--- config.mk ---
export PLATFORM = sky130hd
export DESIGN_NAME = pcr_bank
export DESIGN_NICKNAME = d
export VERILOG_FILES = /design/src/rtl/pcr_pkg.sv /design/src/rtl/pcr_wr_merge.sv /design/src/rtl/pcr_irq_ctl.sv /design/src/rtl/pcr_lp_ctl.sv /design/src/rtl/pcr_bank.sv
export SDC_FILE = /design/constraint.sdc
export NUM_CORES = 1
export LEC_CHECK = 0
export ABC_AREA = 1
export BUFFER_PORTS_ARGS = -buffer_cell sky130_fd_sc_hd__buf_2
export CAP_MARGIN = 20
export CORE_MARGIN = 10
export CORE_UTILIZATION = 54
export CTS_BUF_LIST = sky130_fd_sc_hd__clkbuf_2 sky130_fd_sc_hd__clkbuf_4 sky130_fd_sc_hd__clkbuf_8
export CTS_CLUSTER_SIZE = 40
export DETAILED_ROUTE_END_ITERATION = 12
export GPL_ROUTABILITY_DRIVEN = 1
export PLACE_DENSITY = 0.83
export SETUP_SLACK_MARGIN = 0.05
export SLEW_MARGIN = 20
export SYNTH_ARGS = -nofsm -noshare
export SYNTH_HDL_FRONTEND = slang
export SYNTH_SLANG_ARGS = --single-unit
--- constraint.sdc ---
create_clock -name clk_i -period 1.4 [get_ports clk_i]
set_clock_uncertainty 0.15 [all_clocks]
set_input_delay 0.21 -clock clk_i [delete_from_list [all_inputs] [get_ports clk_i]]
set_output_delay 0.21 -clock clk_i [all_outputs]
set_load 0.005 [all_outputs]
--- src/rtl/pcr_pkg.sv ---
package pcr_pkg;

    typedef enum logic [0:0] {
        BUS_IDLE = 1'b0,
        BUS_RESP = 1'b1
    } bus_state_e;

    localparam logic [15:0] DISP_KEEP = 16'hFFF8;
    localparam logic [15:0] SND_KEEP  = 16'hFFF0;
    localparam logic [15:0] TMR_KEEP  = 16'h00C7;

    localparam int DISP_OFF = 0;
    localparam int SND_OFF  = 2;
    localparam int DMA_OFF  = 4;
    localparam int KEY_OFF  = 6;
    localparam int TMR_OFF  = 8;

endpackage

--- src/rtl/pcr_wr_merge.sv ---
module pcr_wr_merge (
    input  logic        byte_i,
    input  logic        lane_i,
    input  logic [15:0] wdata_i,
    input  logic [15:0] cur_i,
    output logic [15:0] merged_o
);
    always_comb begin
        merged_o = wdata_i;
        if (byte_i) begin
            merged_o = lane_i ? {wdata_i[7:0], cur_i[7:0]}
                              : {cur_i[15:8], wdata_i[7:0]};
        end
    end
endmodule

--- src/rtl/pcr_irq_ctl.sv ---
module pcr_irq_ctl #(
    parameter int NIRQ = 14
) (
    input  logic            clk_i,
    input  logic            rst_ni,
    input  logic            ie_we_i,
    input  logic            if_we_i,
    input  logic            ime_we_i,
    input  logic [NIRQ-1:0] wd_i,
    input  logic [NIRQ-1:0] src_i,
    output logic [NIRQ-1:0] ie_o,
    output logic [NIRQ-1:0] if_o,
    output logic            ime_o,
    output logic            irq_o
);
    logic [NIRQ-1:0] ie_q, if_q;
    logic            ime_q;

    always_ff @(posedge clk_i or negedge rst_ni) begin
        if (!rst_ni) begin
            ie_q  <= '0;
            if_q  <= '0;
            ime_q <= 1'b0;
        end else begin
            if (ie_we_i)  ie_q  <= wd_i;
            if (ime_we_i) ime_q <= wd_i[0];
            if_q <= (if_we_i ? (if_q & ~wd_i) : if_q) | src_i;
        end
    end

    assign ie_o  = ie_q;
    assign if_o  = if_q;
    assign ime_o = ime_q;
    assign irq_o = ime_q & (|(ie_q & if_q));
endmodule

--- src/rtl/pcr_lp_ctl.sv ---
module pcr_lp_ctl (
    input  logic clk_i,
    input  logic rst_ni,
    input  logic hit_i,
    input  logic stop_sel_i,
    output logic halt_o,
    output logic stop_o
);
    always_ff @(posedge clk_i or negedge rst_ni) begin
        if (!rst_ni) begin
            halt_o <= 1'b0;
            stop_o <= 1'b0;
        end else begin
            halt_o <= hit_i & ~stop_sel_i;
            stop_o <= hit_i &  stop_sel_i;
        end
    end
endmodule

--- src/rtl/pcr_bank.sv ---
module pcr_bank
    import pcr_pkg::*;
#(
    parameter int ADDR_W = 10,
    parameter int NIRQ   = 14,
    parameter int NTMR   = 4,
    parameter int NKEY   = 10
) (
    input  logic               clk_i,
    input  logic               rst_ni,
    input  logic               bus_we_i,
    input  logic               bus_re_i,
    input  logic               bus_byte_i,
    input  logic [ADDR_W-1:0]  bus_addr_i,
    input  logic [15:0]        bus_wdata_i,
    output logic [15:0]        bus_rdata_o,
    output logic               bus_rvalid_o,
    input  logic [NIRQ-1:0]    irq_src_i,
    input  logic [NKEY-1:0]    key_n_i,
    input  logic [2:0]         disp_stat_i,
    input  logic [3:0]         snd_stat_i,
    output logic               irq_o,
    output logic               halt_req_o,
    output logic               stop_req_o,
    output logic [NTMR*16-1:0] tmr_ctl_o,
    output logic [15:0]        disp_ctl_o,
    output logic [15:0]        snd_ctl_o,
    output logic [15:0]        dma_cnt_o
);
    localparam logic [ADDR_W-1:0] A_DISP = ADDR_W'(DISP_OFF);
    localparam logic [ADDR_W-1:0] A_SND  = ADDR_W'(SND_OFF);
    localparam logic [ADDR_W-1:0] A_DMA  = ADDR_W'(DMA_OFF);
    localparam logic [ADDR_W-1:0] A_KEY  = ADDR_W'(KEY_OFF);
    localparam int                IRQ_OFF = TMR_OFF + 2 * NTMR;
    localparam logic [ADDR_W-1:0] A_IE   = ADDR_W'(IRQ_OFF);
    localparam logic [ADDR_W-1:0] A_IF   = ADDR_W'(IRQ_OFF + 2);
    localparam logic [ADDR_W-1:0] A_IME  = ADDR_W'(IRQ_OFF + 4);
    localparam logic [ADDR_W-1:0] A_LP   = ADDR_W'(IRQ_OFF + 6);

    logic [ADDR_W-1:0] addr_hw;
    logic [15:0]       cur_hw, merged, rd_mux, rdata_q;
    logic [15:0]       disp_q, snd_q, dma_q;
    logic [NKEY-1:0]   key_q;
    logic [NIRQ-1:0]   ie_w, if_w;
    logic              ime_w;
    bus_state_e        st_q, st_nx;

    assign addr_hw = {bus_addr_i[ADDR_W-1:1], 1'b0};

    // current stored halfword, used as the kept lane of a byte write
    always_comb begin
        cur_hw = '0;
        if (addr_hw == A_DISP) cur_hw = disp_q;
        if (addr_hw == A_SND)  cur_hw = snd_q;
        if (addr_hw == A_DMA)  cur_hw = dma_q;
        if (addr_hw == A_IE)   cur_hw = 16'(ie_w);
        if (addr_hw == A_IF)   cur_hw = 16'(if_w);
        if (addr_hw == A_IME)  cur_hw = 16'(ime_w);
        for (int k = 0; k < NTMR; k++) begin
            if (addr_hw == ADDR_W'(TMR_OFF + 2 * k)) cur_hw = tmr_ctl_o[16*k +: 16];
        end
    end

    pcr_wr_merge u_merge (
        .byte_i   (bus_byte_i),
        .lane_i   (bus_addr_i[0]),
        .wdata_i  (bus_wdata_i),
        .cur_i    (cur_hw),
        .merged_o (merged)
    );

    always_ff @(posedge clk_i or negedge rst_ni) begin
        if (!rst_ni) begin
            disp_q <= '0;
            snd_q  <= '0;
            dma_q  <= '0;
            key_q  <= '1;
        end else begin
            key_q <= key_n_i;
            if (bus_we_i && addr_hw == A_DISP) disp_q <= merged & DISP_KEEP;
            if (bus_we_i && addr_hw == A_SND)  snd_q  <= merged & SND_KEEP;
            if (bus_we_i && addr_hw == A_DMA)  dma_q  <= merged;
        end
    end

    for (genvar g = 0; g < NTMR; g++) begin : g_tmr
        logic [15:0] ctl_q;
        always_ff @(posedge clk_i or negedge rst_ni) begin
            if (!rst_ni) begin
                ctl_q <= '0;
            end else if (bus_we_i && addr_hw == ADDR_W'(TMR_OFF + 2 * g)) begin
                ctl_q <= merged & TMR_KEEP;
            end
        end
        assign tmr_ctl_o[16*g +: 16] = ctl_q;
    end

    pcr_irq_ctl #(.NIRQ(NIRQ)) u_irq (
        .clk_i    (clk_i),
        .rst_ni   (rst_ni),
        .ie_we_i  (bus_we_i && addr_hw == A_IE),
        .if_we_i  (bus_we_i && addr_hw == A_IF),
        .ime_we_i (bus_we_i && addr_hw == A_IME),
        .wd_i     (merged[NIRQ-1:0]),
        .src_i    (irq_src_i),
        .ie_o     (ie_w),
        .if_o     (if_w),
        .ime_o    (ime_w),
        .irq_o    (irq_o)
    );

    pcr_lp_ctl u_lp (
        .clk_i      (clk_i),
        .rst_ni     (rst_ni),
        .hit_i      (bus_we_i && bus_byte_i && bus_addr_i == A_LP),
        .stop_sel_i (bus_wdata_i[7]),
        .halt_o     (halt_req_o),
        .stop_o     (stop_req_o)
    );

    // readback view; DMA count, low-power and unmapped space stay 0
    always_comb begin
        rd_mux = '0;
        if (addr_hw == A_DISP) rd_mux = disp_q | {13'd0, disp_stat_i};
        if (addr_hw == A_SND)  rd_mux = snd_q | {12'd0, snd_stat_i};
        if (addr_hw == A_KEY)  rd_mux = 16'(key_q);
        if (addr_hw == A_IE)   rd_mux = 16'(ie_w);
        if (addr_hw == A_IF)   rd_mux = 16'(if_w);
        if (addr_hw == A_IME)  rd_mux = 16'(ime_w);
        for (int k = 0; k < NTMR; k++) begin
            if (addr_hw == ADDR_W'(TMR_OFF + 2 * k)) rd_mux = tmr_ctl_o[16*k +: 16];
        end
    end

    // read-response state register
    always_ff @(posedge clk_i or negedge rst_ni) begin
        if (!rst_ni) begin
            st_q    <= BUS_IDLE;
            rdata_q <= '0;
        end else begin
            st_q <= st_nx;
            if (bus_re_i) rdata_q <= rd_mux;
        end
    end

    always_comb begin
        unique case (st_q)
            BUS_IDLE: st_nx = bus_re_i ? BUS_RESP : BUS_IDLE;
            BUS_RESP: st_nx = bus_re_i ? BUS_RESP : BUS_IDLE;
            default:  st_nx = BUS_IDLE;
        endcase
    end

    // outputs
    always_comb begin
        bus_rvalid_o = (st_q == BUS_RESP);
        bus_rdata_o  = rdata_q;
        disp_ctl_o   = disp_q;
        snd_ctl_o    = snd_q;
        dma_cnt_o    = dma_q;
    end
endmodule

==> results.sh, run 1 <==
export IMPL_numClockSinks=119
export IMPL_async_flop_share_pct=100
export IMPL_htree_levels=4
export IMPL_avgSynthCellArea_um2=7.77
export IMPL_yosysSeqAreaShare_pct=44.9
export IMPL_postGrtWorstEndpoint="irq_o"
export IMPL_cts_root_buf="clkbuf_8"
export IMPL_worst_ep_kind="top-level output"
export IMPL_synth_edf_count=0
export IMPL_rows=40
export IMPL_io_pins=194
export IMPL_grt_max_degree=64
export IMPL_haltStage="5_1_grt"
export IMPL_die_h_um=131
export IMPL_clockBufferDepth=2
export IMPL_error="[ERROR DPL-0038] Utilization greater than 100%, impossible to legalize"
export IMPL_synth_distinct_cells=42
export IMPL_syn_area_um2=6650
export IMPL_cts_buffers=17
export IMPL_ys_ff_latch=119
export IMPL_port_buffers=142
export IMPL_synth_top_flop_cell="dfrtp_1"
export IMPL_initial_core_util_pct=55.2
export IMPL_fp_dieW_um=131
export IMPL_synthesis_instances=856
export IMPL_place_hpwl_um=17800
export IMPL_gp_congestion=0.983
export IMPL_yosys_warnings=0
export IMPL_status="aborted with a tool error"
cells by family after synthesis:
kind of cell | share of synthesized area [%]
compound gates | 15.2
simple gates | 25.6
buf+inv | 14.3
other cells | 0.0564
flops | 44.9
synthesized netlist by cell type (all sizes together), types with 2 or more instances:
library cell / instances / share of area [%]
a21boi: 2 / 0.56
a21oi: 13 / 0.98
a221oi: 3 / 0.39
a22o: 7 / 0.92
buf: 60 / 6.9
clkbuf: 8 / 0.45
clkinv: 5 / 0.28
dfrtp: 109 / 41
dfstp: 10 / 3.9
inv: 118 / 6.7
nand2: 267 / 16
nand3: 46 / 3.8
nor2: 58 / 4.5
nor3: 4 / 0.47
nor4: 2 / 0.28
o2111ai: 3 / 0.39
o211ai: 12 / 1.4
o21ai: 104 / 8.1
o21bai: 2 / 0.45
o22ai: 13 / 1.2
o31ai: 4 / 0.45
metrics by stage:
| step | TNS, ns | hold WS, ns | cell area (um2) | worst slack, ns | instances |
|---|---|---|---|---|---|
| 2_1_floorplan | -15.78 | -0.236 | 6990 | -0.213 | 906 |
| 3_3_place_gp | -52.06 | 0.0988 | 8470 | -0.730 | 1271 |
| 3_5_place_dp | -56.91 | 0.100 | 8470 | -0.768 | 1271 |
| 4_1_cts | -10.41 | 0.00573 | 10800 | -0.603 | 1398 |
timing repair:
action	CTS
gates cloned	4
endpoints found under the setup margin	159
pin swaps	99
buffers inserted	67
resized for setup	280
endpoints found under the hold margin	147
hold buffers	27
==> inputs of run 2 (changes only) <==
CORE_UTILIZATION = 40   (was 54)
CTS_BUF_LIST = not set   (was sky130_fd_sc_hd__clkbuf_2 sky130_fd_sc_hd__clkbuf_4 sky130_fd_sc_hd__clkbuf_8)
CTS_CLUSTER_SIZE = not set   (was 40)
PLACE_DENSITY = not set   (was 0.83)
PLACE_DENSITY_LB_ADDON = 0.15   (was not set)
SETUP_SLACK_MARGIN = not set   (was 0.05)
==> run 2 against run 1 <==
- synthesized cell count did not move
- area after synthesis did not move
- the flow now finishes, with violations (setup timing)
==> results.sh, run 2 <==
export IMPL_status="finished with violations"
export IMPL_violations="setup timing"
export IMPL_cts_root_buf="clkbuf_16"
export IMPL_p_switching_mw=2.44
export IMPL_hold_violations=0
export IMPL_dp_cells=1328
export IMPL_yosys_warnings=0
export IMPL_place_hpwl_um=19100
export IMPL_finish_instance_area_um2=11800
export IMPL_peakVddDrop_v=0.000890
export IMPL_antenna_cells=0
export IMPL_r2r_cells=7
export IMPL_io_pins=194
export IMPL_htree_levels=4
export IMPL_cts_buffers=17
export IMPL_vias=7280
export IMPL_avgSynthCellArea_um2=7.77
export IMPL_fp_dieW_um=149
export IMPL_drive_gt1_share_pct=55.3
export IMPL_internal_power_mw=6.94
export IMPL_seq_power_share_pct=38.8
export IMPL_drv_slew=0
export IMPL_hold_slack_ns=0.0290
export IMPL_drt_total_wl_um=28000
export IMPL_place_area_um2=8550
export IMPL_numClockSinks=119
export IMPL_firstDrtPassIters=5
export IMPL_antenna_found_initial=0
export IMPL_cp_arrival_ns=1.63
export IMPL_critPathLaunch="u_irq.ie_o[4]"
export IMPL_cts_tree="built"
export IMPL_synth_most_common_cell="nand2_1"
export IMPL_combinationalPowerShare_pct=14.5
export IMPL_gp_congestion=0.932
export IMPL_synthesis_instances=856
export IMPL_synth_edf_count=0
export IMPL_crit_path_end="irq_o"
export IMPL_clkPwrFrac_pct=46.7
export IMPL_grt_use_total_pct=23.7
export IMPL_timing_rr_end="u_irq.ie_o[6]"
export IMPL_ys_ff_latch=119
export IMPL_netlist_top_cells_count="nand2_1, dfrtp_1, inv_1, o21ai_0, buf_4"
export IMPL_die_area_um2=22200
export IMPL_setup_slack_ns=-0.587
export IMPL_clockBufferDepth=2
export IMPL_worst_setup_path_type="reg -> out"
export IMPL_clk_latency_ns=0.43
export IMPL_detail_route_antenna_nets=0
export IMPL_sw_frac_of_total_pct=26.0
export IMPL_reg2reg_slack_ns=-0.26
export IMPL_yosysSeqAreaShare_pct=44.9
export IMPL_syn_area_um2=6650
export IMPL_overflow=0
export IMPL_fin_nets=1289
export IMPL_largest_register_ffs=20
export IMPL_core_um2=16500
export IMPL_die_h_um=149
export IMPL_r2r_start="u_irq.ie_o[6]"
export IMPL_max_freq_ghz=0.503
export IMPL_grt_pass1_vias=7502
export IMPL_crit_fanout=2
export IMPL_stdcell_count=1460
export IMPL_rows=47
export IMPL_top_register="g_tmr.ctl_q"
export IMPL_netlist_top_cells_area="dfrtp_1, nand2_1, o21ai_0, buf_4, inv_1"
export IMPL_synth_top_flop_cell="dfrtp_1"
export IMPL_synth_distinct_cells=42
export IMPL_rsz0062_at_grt="true"
export IMPL_end_kind="primary output"
export IMPL_grt_max_degree=55
export IMPL_async_flop_share_pct=100
export IMPL_layout_common_cells="nand2_1, buf_4, buf_2, dfrtp_1, inv_1"
export IMPL_initial_core_util_pct=40.4
export IMPL_period_needed_ns=1.99
export IMPL_drtIter0Drc=443
export IMPL_synth_top_cell_area_share_pct=41.0
export IMPL_dpl_worst_slack_ns=-0.768
export IMPL_final_common_cell="nand2_1"
export IMPL_post_route_util_pct=71.6
export IMPL_leakagePower_nw=6.11
export IMPL_drc=0
export IMPL_finalCritPeriodShare_pct=142
export IMPL_area_growth_synth_to_final_pct=77.2
export IMPL_port_buffers=142
export IMPL_tns_ns=-20.98
export IMPL_grt_pass1_wl_um=41000
export IMPL_clk_pin_slew_ns=0.06
export IMPL_total_power_mw=9.38
export IMPL_cp_required_ns=1.04
export IMPL_wl_per_cell_um=19.2
export IMPL_startpoint_type="register"
export IMPL_p_per_area_nw_per_um2=796
export IMPL_setup_viol=119
export IMPL_synth_largest_area_cell="dfrtp_1"
export IMPL_vias_per_cell=4.99
export IMPL_maxCapViolCount=0
export IMPL_hold_path_class="in -> async"
[run 2: cell counts after synthesis]
No cell type changed its count.
[run 2: logic make-up (layout without fill, tap and decap cells)]
group,Yosys count,count (layout),share of synthesized area (%)
simple gates,380,380,25.6
compound gates,165,165,15.2
buf+inv,191,525,14.3
flops,119,119,44.9
other cells,1,51,0.0564
[run 2: final cells by class]
cell class | instances | area, um2
fillers | 1219 | 4680
multi-input cells | 596 | 4360
repair buffers | 369 | 3000
flip-flops and latches | 119 | 3000
inverters | 123 | 554
clock buffers | 23 | 488
well taps | 220 | 275
clock inverters | 9 | 97.6
repair inverters | 1 | 16.3
[run 2: power groups by stage]
| stage | clock network (mW) | registers [mW] | logic [mW] |
|---|---|---|---|
| global placement | 0 | 3.69 | 0.920 |
| CTS | 4.41 | 3.64 | 1.22 |
| floorplan | 0 | 3.68 | 0.483 |
| global route | 4.55 | 3.66 | 1.46 |
| detailed placement | 0 | 3.69 | 0.924 |
| finish | 4.38 | 3.64 | 1.36 |
[run 2: repair_timing]
| action | CTS | global route |
|---|---|---|
| hold buffers | 27 | 0 |
| endpoints found under the setup margin | 121 | 124 |
| endpoints found under the hold margin | 136 | 0 |
| resized for setup | 325 | 145 |
| pin swaps | 125 | 108 |
| gates cloned | 1 | 0 |
| buffers inserted | 58 | 28 |
[run 2: metal layers]
metal  wire (um)  GRT usage, %
met5           0             0
met4         898          8.15
met3        1840          5.79
met2       14200          40.5
met1       11100          28.3
[run 2: worst max-delay path: stages (launching register included)]
cell and delay (ns):
dfrtp_1 0.36, inv_1 0.12, o22ai_4 0.09, a221oi_2 0.21, buf_4 0.16, a41oi_2 0.09
buf_2 0.15
[run 2: worst min path at each step]
stage / start / end / slack [ns] / depth (start not counted)
6_report: rst_ni / snd_ctl_o[10] / 0.03 / 2
5_1_grt: rst_ni / snd_ctl_o[10] / 0.07 / 2
4_1_cts: rst_ni / u_irq.if_o[10] / 0.03 / 2
2_1_floorplan: rst_ni / bus_rdata_o[0] / -0.24 / 0
3_3_place_gp: rst_ni / u_irq.if_o[10] / -0.06 / 1
3_5_place_dp: rst_ni / u_irq.if_o[10] / -0.07 / 1
Power figures use the tool's default switching activity.
==> inputs of run 3 (changes only) <==
SKIP_CTS_REPAIR_TIMING = 1   (was not set)
clock period = 1.6 ns   (was 1.4 ns; I/O delays follow)
==> run 3 against run 2 <==
- the run still ends with setup timing left
- first-iteration DRC count shrank 2.5%
- sequential power shrank 12%
- die area is the same
- sequential cell count is the same
- final cell count shrank 3.1%
- non-clock buffer count shrank 45
- worst hold slack gained 0.028 ns
- critical endpoint unchanged
==> results.sh, run 3 (synthesis results as in run 2) <==
export IMPL_status="finished with violations"
export IMPL_violations="setup timing"
export IMPL_hold_path_class="in -> async"
export IMPL_largest_register_ffs=20
export IMPL_hold_violations=0
export IMPL_clockBufferDepth=2
export IMPL_drt_total_wl_um=26600
export IMPL_port_buffers=142
export IMPL_die_area_um2=22200
export IMPL_crit_fanout=2
export IMPL_drv_slew=0
export IMPL_fin_nets=1244
export IMPL_setup_viol=64
export IMPL_finish_instance_area_um2=10700
export IMPL_peakVddDrop_v=0.000766
export IMPL_max_freq_ghz=0.488
export IMPL_layout_common_cells="nand2_1, buf_2, buf_4, dfrtp_1, inv_1"
export IMPL_drive_gt1_share_pct=48.5
export IMPL_htree_levels=4
export IMPL_dpl_worst_slack_ns=-0.642
export IMPL_crit_chain="inv_2 > o22ai_2 > a221oi_2 > buf_4 > a41oi_2 > buf_2"
export IMPL_vias_per_cell=4.95
export IMPL_p_per_area_nw_per_um2=751
export IMPL_stdcell_count=1415
export IMPL_cts_tree="built"
export IMPL_gp_congestion=0.923
export IMPL_cp_slowest_cell="dfrtp_1"
export IMPL_antenna_found_initial=0
export IMPL_cts_buffers=17
export IMPL_firstDrtPassIters=5
export IMPL_period_needed_ns=2.05
export IMPL_final_common_cell="nand2_1"
export IMPL_leakagePower_nw=5.54
export IMPL_wl_per_cell_um=18.8
export IMPL_drc=0
export IMPL_startpoint_type="register"
export IMPL_place_area_um2=8420
export IMPL_total_power_mw=8.02
export IMPL_grt_max_degree=43
export IMPL_die_h_um=149
export IMPL_cpPeakStageDelay_ns=0.39
export IMPL_seq_power_share_pct=39.7
export IMPL_sw_frac_of_total_pct=26.1
export IMPL_end_kind="primary output"
export IMPL_rsz0062_at_grt="true"
export IMPL_setup_slack_ns=-0.450
export IMPL_grt_pass1_wl_um=36800
export IMPL_clk_latency_ns=0.43
export IMPL_numClockSinks=119
export IMPL_internal_power_mw=5.93
export IMPL_fp_dieW_um=149
export IMPL_place_hpwl_um=19300
export IMPL_worst_setup_path_type="reg -> out"
export IMPL_grt_pass1_vias=6585
export IMPL_initial_core_util_pct=40.4
export IMPL_core_um2=16500
export IMPL_combinationalPowerShare_pct=12.1
export IMPL_rows=47
export IMPL_clk_pin_slew_ns=0.06
export IMPL_drtIter0Drc=432
export IMPL_tns_ns=-2.69
export IMPL_antenna_cells=0
export IMPL_cts_root_buf="clkbuf_16"
export IMPL_cp_required_ns=1.21
export IMPL_area_growth_synth_to_final_pct=60.6
export IMPL_top_register="g_tmr.ctl_q"
export IMPL_p_switching_mw=2.09
export IMPL_dp_cells=1319
export IMPL_cp_arrival_ns=1.66
export IMPL_clkPwrFrac_pct=48.2
export IMPL_grt_use_total_pct=21.6
export IMPL_io_pins=194
export IMPL_detail_route_antenna_nets=0
export IMPL_vias=7002
export IMPL_maxCapViolCount=0
export IMPL_finalCritPeriodShare_pct=128
export IMPL_overflow=0
-- run 3: cell count changes in the layout (fill, tap and decap cells not counted), sizes merged, moves of 3 or more --
cell	change
buf	-47
clkinv	-4
inv	+4
clkbuf	-3
clkinvlp	+3
-- run 3: final timing paths --
| path | startpoint | to | slack, ns | cells after the start |
|---|---|---|---|---|
| setup reg to reg | u_irq.if_o[7] | g_tmr[3].ctl_q[7] | -0.10 | 10 |
| setup / recovery | u_irq.if_o[5] | irq_o | -0.45 | 6 |
| hold reg to reg | u_irq.if_o[0] | u_irq.if_o[0] | 0.32 | 2 |
| max in group asynchronous | rst_ni | key_q[6] | 0.67 | 3 |
| hold / removal | rst_ni | u_irq.if_o[12] | 0.06 | 2 |
| min in group clk_i | bus_addr_i[0] | u_lp.halt_o | 0.11 | 4 |
-- run 3: critical path: cells and delay by family, from the launching register on --
| family | cells | cell delay (ns) |
|---|---|---|
| compound gates | 3 | 0.44 |
| flops | 1 | 0.39 |
| buf+inv | 3 | 0.40 |
-- run 3: metrics by stage --
stage / hold slack (ns) / utilization, %
3_5_place_dp: -0.0352 / 51.2
3_3_place_gp: -0.0369 / 51.2
5_1_grt: 0.0783 / 64.9
2_1_floorplan: -0.206 / -
6_report: 0.0573 / 64.9
4_1_cts: -0.491 / 54.7
-- run 3: final cells by class --
| cell class | instances | area, um2 |
|---|---|---|
| Inverter | 123 | 513 |
| Tap cell | 220 | 275 |
| Clock buffer | 18 | 429 |
| Fill cell | 1416 | 5780 |
| Sequential cell | 119 | 2990 |
| Multi-Input combinational cell | 597 | 3840 |
| Clock inverter | 14 | 159 |
| Timing Repair Buffer | 324 | 2480 |
-- run 3: power groups by stage --
stage / Combinational, mW / Sequential (mW) / Clock, mW
after floorplan: 0.403 / 3.22 / 0
after global placement: 0.765 / 3.23 / 0
after detailed placement: 0.766 / 3.23 / 0
after CTS: 0.771 / 3.18 / 3.90
after global routing: 1.05 / 3.19 / 4.04
final: 0.971 / 3.19 / 3.87
-- run 3: layer usage --
metal | wire length (um) | GRT usage, % | part of all wire, %
met1 | 10500 | 25.5 | 40
met3 | 1960 | 5.13 | 7.4
met4 | 628 | 7.31 | 2.4
met5 | 0 | 0 | 0
met2 | 13500 | 37.5 | 51
